===== src/rtl/wt_snoop_ctrl.sv =====
module wt_snoop_ctrl #(
  parameter int ADDR_W = 12,
  parameter int DATA_W = 32,
  parameter int IDX_W  = 4
) (
  input  logic              clk,
  input  logic              rst_n,
  input  logic              cpu_req,
  input  logic              cpu_we,
  input  logic [ADDR_W-1:0] cpu_addr,
  input  logic [DATA_W-1:0] cpu_wdata,
  output logic              cpu_busy,
  output logic              cpu_done,
  output logic [DATA_W-1:0] cpu_rdata,
  output logic              bus_req,
  input  logic              bus_gnt,
  output logic              bus_valid,
  output logic              bus_we,
  output logic [ADDR_W-1:0] bus_addr,
  output logic [DATA_W-1:0] bus_wdata,
  input  logic              bus_ack,
  input  logic [DATA_W-1:0] bus_rdata,
  input  logic              snoop_valid,
  input  logic              snoop_we,
  input  logic [ADDR_W-1:0] snoop_addr
);
  localparam int LINES = 1 << IDX_W;
  localparam int TAG_W = ADDR_W - IDX_W;

  typedef enum logic [1:0] {S_IDLE, S_WAIT, S_XFER, S_RESP} st_t;

  st_t               state;
  logic              req_we;
  logic [ADDR_W-1:0] req_addr;
  logic [DATA_W-1:0] req_wdata;
  logic [DATA_W-1:0] rdata_q;

  logic [LINES-1:0]  line_v;
  logic [TAG_W-1:0]  line_tag  [LINES];
  logic [DATA_W-1:0] line_data [LINES];

  logic [IDX_W-1:0]  cpu_idx, snp_idx, req_idx;
  logic [TAG_W-1:0]  cpu_tag, snp_tag, req_tag;
  logic              lookup, cpu_hit, snp_kill, req_hit, done_xfer, fill;

  assign cpu_idx = cpu_addr[IDX_W-1:0];
  assign cpu_tag = cpu_addr[ADDR_W-1:IDX_W];
  assign snp_idx = snoop_addr[IDX_W-1:0];
  assign snp_tag = snoop_addr[ADDR_W-1:IDX_W];
  assign req_idx = req_addr[IDX_W-1:0];
  assign req_tag = req_addr[ADDR_W-1:IDX_W];

  assign lookup    = (state == S_IDLE) && cpu_req && !snoop_valid;
  assign cpu_hit   = line_v[cpu_idx] && (line_tag[cpu_idx] == cpu_tag);
  assign req_hit   = line_v[req_idx] && (line_tag[req_idx] == req_tag);
  assign snp_kill  = snoop_valid && snoop_we && line_v[snp_idx] &&
                     (line_tag[snp_idx] == snp_tag);
  assign done_xfer = (state == S_XFER) && bus_ack;
  assign fill      = done_xfer && !req_we;

  always_ff @(posedge clk or negedge rst_n) begin
    if (!rst_n) begin
      state     <= S_IDLE;
      req_we    <= 1'b0;
      req_addr  <= '0;
      req_wdata <= '0;
      rdata_q   <= '0;
    end else begin
      case (state)
        S_IDLE: if (lookup) begin
          req_we    <= cpu_we;
          req_addr  <= cpu_addr;
          req_wdata <= cpu_wdata;
          if (!cpu_we && cpu_hit) begin
            rdata_q <= line_data[cpu_idx];
            state   <= S_RESP;
          end else begin
            state   <= S_WAIT;
          end
        end
        S_WAIT: if (bus_gnt) state <= S_XFER;
        S_XFER: if (bus_ack) begin
          if (!req_we) rdata_q <= bus_rdata;
          state <= S_RESP;
        end
        default: state <= S_IDLE;
      endcase
    end
  end

  always_ff @(posedge clk or negedge rst_n) begin
    if (!rst_n) begin
      line_v <= '0;
    end else begin
      if (snp_kill) line_v[snp_idx] <= 1'b0;
      if (fill)     line_v[req_idx] <= 1'b1;
    end
  end

  always_ff @(posedge clk) begin
    if (fill) begin
      line_tag[req_idx]  <= req_tag;
      line_data[req_idx] <= bus_rdata;
    end else if (done_xfer && req_hit) begin
      line_data[req_idx] <= req_wdata;
    end
  end

  assign bus_req   = (state == S_WAIT) || (state == S_XFER);
  assign bus_valid = (state == S_XFER);
  assign bus_we    = req_we;
  assign bus_addr  = req_addr;
  assign bus_wdata = req_wdata;
  assign cpu_busy  = bus_req;
  assign cpu_done  = (state == S_RESP);
  assign cpu_rdata = rdata_q;
endmodule



===== config.mk =====
export PLATFORM = sky130hd
export DESIGN_NAME = wt_snoop_ctrl
export DESIGN_NICKNAME = d
export VERILOG_FILES = /design/src/rtl/wt_snoop_ctrl.sv
export SDC_FILE = /design/constraint.sdc
export NUM_CORES = 1
export LEC_CHECK = 0
export CAP_MARGIN = 20
export CORE_MARGIN = 4
export CORE_UTILIZATION = 45
export DETAILED_ROUTE_END_ITERATION = 8
export SLEW_MARGIN = 20
export SYNTH_ARGS = -nofsm -noshare
export SYNTH_HDL_FRONTEND = slang
export SYNTH_SLANG_ARGS = --single-unit
export TNS_END_PERCENT = 20

===== constraint.sdc =====
create_clock -name clk -period 6.62 [get_ports clk]
set_clock_uncertainty 0.05 [all_clocks]
set_input_delay 0.662 -clock clk [delete_from_list [all_inputs] [get_ports clk]]
set_output_delay 0.662 -clock clk [all_outputs]
set_load 0.02 [all_outputs]

==> results of run 1 <==
## flip-flops by register name, indices dropped and copies added, names as in the netlist
| name | count |
|---|---|
| bus_addr | 12 |
| bus_wdata | 32 |
| bus_we | 1 |
| cpu_rdata | 32 |
| line_data | 512 |
| line_tag | 128 |
| line_v | 16 |
| state | 2 |
## layout make-up
type | count | share of cell area [%]
sequential | 735 | 57.4
clock inverter | 36 | 1.36
tap | 940 | 3.12
inverter | 53 | 0.528
multi-input combinational | 819 | 25.9
timing repair buffer | 229 | 5.86
clock buffer | 108 | 5.84
## per-layer routing
| metal | track usage (%) | part of all wire, % |
|---|---|---|
| met1 | 30.4 | 42 |
| met4 | 6.88 | 2.6 |
| met3 | 4.97 | 7.3 |
| met2 | 35.3 | 49 |
| met5 | 0 | 0 |
## synthesized netlist by cell type (all sizes together), types with 4 or more instances
master and number:
a21oi 47, clkbuf 54, nand2b 9, nor2b 10, dfrtp 95, mux2 157, nor3 11, xnor2 20
nand4 4, nand3 6, edfxtp 640, a211oi 6, nor2 51, and3 4, xor2 14, o21ai 38
mux4 221, inv 53, mux2i 49, ha 5, a22oi 4, a31oi 14, nand2 64, buf 50
a221oi 7, o22ai 39
## metrics by stage
stage	setup WS, ns	power, mW	util (%)
6_report	1.23	13.5	53.7
5_1_grt	1.01	14.0	53.7
2_1_floorplan	1.89	7.69	-
3_5_place_dp	1.27	9.00	49.8
4_1_cts	1.27	13.6	53.6
3_3_place_gp	1.38	8.95	49.8
## power groups by stage
stage,Sequential [mW],Clock [mW],Combinational [mW]
2_1_floorplan,6.16,0,1.52
6_report,5.95,4.58,2.95
3_3_place_gp,6.03,0,2.92
3_5_place_dp,6.05,0,2.95
4_1_cts,5.95,4.67,2.97
5_1_grt,6.01,4.89,3.14
## final timing paths
kind / to / cells after the start
max in group asynchronous: bus_addr[1]$_DFFE_PN0P_ / 3
min: cpu_rdata[29]$_DFFE_PN0P_ / 1
min reg2reg: cpu_rdata[29]$_DFFE_PN0P_ / 1
min in group asynchronous: bus_addr[9]$_DFFE_PN0P_ / 2
max: line_data[8][0]$_DFFE_PP_ / 9
max reg2reg: line_data[8][0]$_DFFE_PP_ / 9
## cell families (layout without fill, tap and decap cells)
group           Yosys count  in the layout  synth area share [%]
flops                   735            735                  67.7
mux                     427            427                  22.7
simple gates            178            178                  2.64
compound gates          175            175                  3.69
buf+inv                 157            426                  2.13
xor+xnor                 34             34                 0.934
fa+ha+maj                 5              5                 0.196
## critical path: stages, from the launching register on
cell and delay [ns]:
dfrtp_2 1.08, nand2b_1 0.62, o22ai_1 0.34, nor3_1 0.08, or4b_1 0.47, o41a_1 0.48, o31ai_1 0.47, nand2_1 0.36
nor2_4 0.73, buf_4 0.34
==> flow_summary_export.csv, run 1 <==
group,metric,value,unit
route,drt-initial-drc-count,1458,
global_routing,grt_first_pass_wirelength,122,mm
power_and_ir_drop,ir_drop,306,uV
floorplan,ioPinCount,177,
placed_design,post_dp_cell_area,34900,um2
cts,cts_hold_buffers,1,
power_and_ir_drop,clkPwrFrac,34.0,%
setup_path,startpoint_type,"register",
route,vias,17286,
power_and_ir_drop,power_per_cell_area,358,nW/um2
synthesis,syn_nets,1812,
hold_path,hp-start,"cpu_rdata[29]$_DFFE_PN0P_",
run,maxCapViolations,0,
route,firstDrtPassIters,5,
timing,finalSetupTns,0,ns
global_routing,antenna_found_initial,1,
setup_path,timing.rr.start,"bus_addr[1]$_DFFE_PN0P_",
final_layout,fill_cells,5536,
synthesis,synthTopCellsByArea,"edfxtp_1 (60%), mux4_2 (16%), dfrtp_1 (7.5%)",
synthesis,synth_top_area_share,60.3,%
timing,fin_crit_sh,81.4,%
route,drc,0,
floorplan,initial_core_util,45.5,%
timing,whs,0.453,ns
synthesis,synth_seq_cells,735,
synthesis,synth_top_flop_cell,"edfxtp_1",
route,drt_wl_total,81.6,mm
power_and_ir_drop,leakage,12.6,nW
timing,hold_viol,0,
timing,finalSetupViolations,0,
floorplan,coreArea,70100,um2
synthesis,ys_warn_count,0,
cts,cts_root_buf,"clkbuf_16",
route,detail-route-antenna-nets,0,
timing,slew_headroom,26.0,%
power_and_ir_drop,p_sw_share,28.2,%
placed_design,io_buffers,176,
cts,cts_resized,0,
synthesis,synth_area,31900,um2
setup_path,required,6.88,ns
setup_path,critPathMaxFanout,38,
final_layout,final_cells,2920,
power_and_ir_drop,combPwrFrac,21.9,%
synthesis,synth-seq-area-share,67.7,%
floorplan,die_h,274,um
final_layout,fin_area,37600,um2
placed_design,place_hpwl,51.2,mm
synthesis,synth_area_per_cell,18.6,um2
final_layout,drive_gt1_share,30.7,%
power_and_ir_drop,switchingPower,3.81,mW
placed_design,dp_cells,2775,
global_routing,overflow,0,
final_layout,diodes,0,
floorplan,die_width,274,um
cts,htreeDepth,3,
setup_path,crit_arrival,5.65,ns
cts,cts_max_path_buffers,3,
route,wl_per_cell,27.9,um
setup_path,rrSetupSlack,1.23,ns
floorplan,num_rows,97,
global_routing,grt_pass1_vias,18413,
timing,fmax,186,MHz
final_layout,final_cell_mix,"edfxtp_1 (640), mux4_2 (221), clkdlybuf4s50_1 (170)",
final_layout,final_common_cell,"edfxtp_1",
power_and_ir_drop,p_int,9.68,mW
cts,postCtsSetupBuffers,0,
cts,clock_sinks,735,
synthesis,synth_edf_count,640,
final_layout,multi_input_area,9750,um2
timing,rsz0062_at_grt,"false",
synthesis,yosys.cell_types.count,54,
hold_path,min_path_type,"register to register",
final_layout,syn2layout_area_growth,18.0,%
setup_path,crit_type,"register to register",
power_and_ir_drop,seqPwrFrac,44.1,%
cts,clkLatencyLatePin,0.62,ns
cts,numCtsBuffers,79,
floorplan,die_area,75200,um2
synthesis,async_reset_ff_share,12.9,%
global_routing,grt_usage,22.0,%
synthesis,yosys.area.top_type,"edfxtp_1",
synthesis,synthCells,1711,
timing,tightestPinTransition,1.10,ns
timing,fin_crit,5.39,ns
placed_design,gp_congestion,0.850,
timing,finalMaxSlewViolations,0,
cts,cts_tree,"yes",
route,vias_per_cell,5.92,
setup_path,startpoint,"bus_addr[1]$_DFFE_PN0P_",
final_layout,regArea,21600,um2
status,outcome,"completed",
final_layout,finish.net_count,2018,
setup_path,endpoint_kind,"register",
cts,clk_pin_slew,0.06,ns
global_routing,grt_max_degree,77,
No activity file was read; power rests on OpenSTA's default activity.
==> inputs of run 2 (changes only) <==
--- a/config.mk
+++ b/config.mk
@@ -9,6 +9,7 @@
 export CORE_MARGIN = 4
 export CORE_UTILIZATION = 45
 export DETAILED_ROUTE_END_ITERATION = 8
+export PLACE_DENSITY = 0.65
 export SLEW_MARGIN = 20
 export SYNTH_ARGS = -nofsm -noshare
 export SYNTH_HDL_FRONTEND = slang
==> constraint.sdc (replaced) <==
create_clock -name clk -period 4.65 [get_ports clk]
set_clock_uncertainty 0.05 [all_clocks]
set_input_delay 0.465 -clock clk [delete_from_list [all_inputs] [get_ports clk]]
set_output_delay 0.465 -clock clk [all_outputs]
set_load 0.02 [all_outputs]
==> run 2 against run 1 <==
Net effect:
- non-clock buffer count rose by 32
- global-route usage barely moved
- hold slack worse by 0.10 ns
- clock-buffer cell count decreased by 17
- highest routed layer unchanged
==> flow_summary_export.csv, run 2 (synthesized netlist as in run 1, its figures left out) <==
group,metric,value,unit
setup_path,crit_path_max_incr_delay,0.70,ns
route,detail-route-antenna-nets,0,
power_and_ir_drop,leakage,12.7,nW
final_layout,multi_input_area,9740,um2
cts,clock_sinks,735,
setup_path,cp_top_family,"simple AND/OR/NAND/NOR gates",
timing,fin_crit_sh,90.9,%
route,wl_per_cell,27.9,um
timing,rsz0062_at_grt,"false",
global_routing,antenna_found_initial,0,
final_layout,reg_top3,"line_data: 512 flops, line_tag: 128 flops",
timing,fin_crit,4.23,ns
setup_path,required,4.91,ns
setup_path,rrSetupSlack,0.42,ns
final_layout,fill_cells,5543,
final_layout,finish.net_count,2048,
setup_path,critPathMaxFanout,26,
setup_path,worst_path_max_delay_cell,"dfrtp_1",
cts,cts_tree,"yes",
cts,clk_pin_slew,0.06,ns
route,drc,0,
cts,postCtsSetupBuffers,0,
final_layout,final_cell_mix,"edfxtp_1 (640), mux4_2 (221), clkdlybuf4s50_1 (170)",
setup_path,timing.rr.end,"line_data[14][24]$_DFFE_PP_",
timing,tightestPinTransition,1.04,ns
setup_path,timing.rr.start,"bus_addr[2]$_DFFE_PN0P_",
final_layout,largest_reg_flops,512,
run,maxCapViolations,0,
cts,clkLatencyLatePin,0.63,ns
setup_path,crit_type,"register to register",
global_routing,grt_max_degree,96,
global_routing,grt_first_pass_wirelength,121,mm
global_routing,grt_pass1_vias,18322,
global_routing,grt_usage,22.0,%
timing,finalMaxSlewViolations,0,
cts,cts_max_path_buffers,3,
timing,hold_viol,0,
setup_path,startpoint_type,"register",
setup_path,crit_buf_inv,2,
final_layout,regArea,21600,um2
setup_path,crit_arrival,4.48,ns
status,outcome,"completed",
placed_design,gp_congestion,0.881,
setup_path,r2r_cells,10,
final_layout,diodes,0,
route,vias,17564,
route,firstDrtPassIters,5,
final_layout,syn2layout_area_growth,19.0,%
floorplan,coreArea,70100,um2
timing,finalSetupViolations,0,
setup_path,endpoint_kind,"register",
placed_design,dp_slack,0.471,ns
power_and_ir_drop,power_per_cell_area,499,nW/um2
timing,final.setup.worst_slack,0.421,ns
power_and_ir_drop,p_total,18.9,mW
floorplan,num_rows,97,
cts,cts_root_buf,"clkbuf_16",
floorplan,ioPinCount,177,
final_layout,final_common_cell,"edfxtp_1",
cts,numCtsBuffers,77,
route,vias_per_cell,5.95,
timing,slew_headroom,30.5,%
floorplan,initial_core_util,45.5,%
floorplan,die_area,75200,um2
route,drt-initial-drc-count,1754,
setup_path,cp_cell_sequence,"mux2_2 > o22ai_1 > nor3_1 > or4b_1 > o41a_1 > o31ai_1 > buf_4 > nand3_1 > nor2_4 > buf_12",
placed_design,io_buffers,176,
floorplan,die_h,274,um
timing,fmax,236,MHz
hold_path,min_path_type,"input pin to asynchronous set/reset pin",
placed_design,place_hpwl,49.7,mm
power_and_ir_drop,ir_drop,292,uV
floorplan,die_width,274,um
route,drt_wl_total,82.2,mm
cts,htreeDepth,3,
global_routing,overflow,0,
final_layout,drive_gt1_share,31.9,%
setup_path,crit_cells,10,
final_layout,regMostFlops,"line_data",
[run 2: worst max path at each step]
stage | start | endpoint | slack [ns]
final | bus_addr[2]$_DFFE_PN0P_ | line_data[14][24]$_DFFE_PP_ | 0.42
after global routing | bus_addr[2]$_DFFE_PN0P_ | line_data[14][28]$_DFFE_PP_ | 0.31
after CTS | bus_addr[2]$_DFFE_PN0P_ | line_data[14][24]$_DFFE_PP_ | 0.44
after detailed placement | bus_addr[2]$_DFFE_PN0P_ | line_data[14][20]$_DFFE_PP_ | 0.47
after global placement | cpu_addr[2] | cpu_rdata[3]$_DFFE_PN0P_ | 0.49
after floorplan | bus_addr[0]$_DFFE_PN0P_ | line_data[12][0]$_DFFE_PP_ | -0.08
[run 2: worst register-to-register path, cell delays in order, from the launching register on]
cell	delay (ns)
dfrtp_1	0.70
mux2_2	0.40
o22ai_1	0.22
nor3_1	0.08
or4b_1	0.50
o41a_1	0.48
o31ai_1	0.38
buf_4	0.21
nand3_1	0.34
nor2_4	0.26
buf_12	0.27
[run 2: stage by stage]
stage / instances / hold WS, ns / setup TNS [ns] / cell area [um2] / utilization (%)
2_1_floorplan: 1711 / 0.119 / -25.49 / 31900 / -
3_3_place_gp: 2807 / 0.441 / 0 / 35400 / 50.5
6_report: 2950 / 0.348 / 0 / 37900 / 54.1
3_5_place_dp: 2807 / 0.444 / 0 / 35400 / 50.5
4_1_cts: 2950 / 0.324 / 0 / 37900 / 54.1
5_1_grt: 2950 / 0.345 / 0 / 37900 / 54.1
[run 2: final cells by class]
type	count	area share [%]
Sequential cell	735	56.9
Multi-Input combinational cell	819	25.7
Timing Repair Buffer	261	7.11
Clock buffer	91	5.24
Tap cell	940	3.10
Clock inverter	51	1.44
Inverter	53	0.524
[run 2: layer usage]
layer	GRT usage (%)	part of all wire, %	routed length [um]	vias up
li1	-	-	-	7434
met1	30.1	40	32700	9159
met2	35.6	49	40000	808
met3	4.66	8.2	6700	163
met4	7.41	3.4	2830	0
met5	0	0	0	-
[run 2: report_power, final]
| group | internal, mW | leakage [nW] | switching [mW] |
|---|---|---|---|
| Sequential | 7.86 | 6.91 | 0.518 |
| Combinational | 2.04 | 4.56 | 2.33 |
| Clock | 3.55 | 1.23 | 2.63 |
| Total | 13.4 | 12.7 | 5.48 |
[run 2: repair_timing]
action                                 in CTS  in global routing
endpoints found under the hold margin      95                  0
hold buffers                                1                  0
gates resized for setup                     0                  0
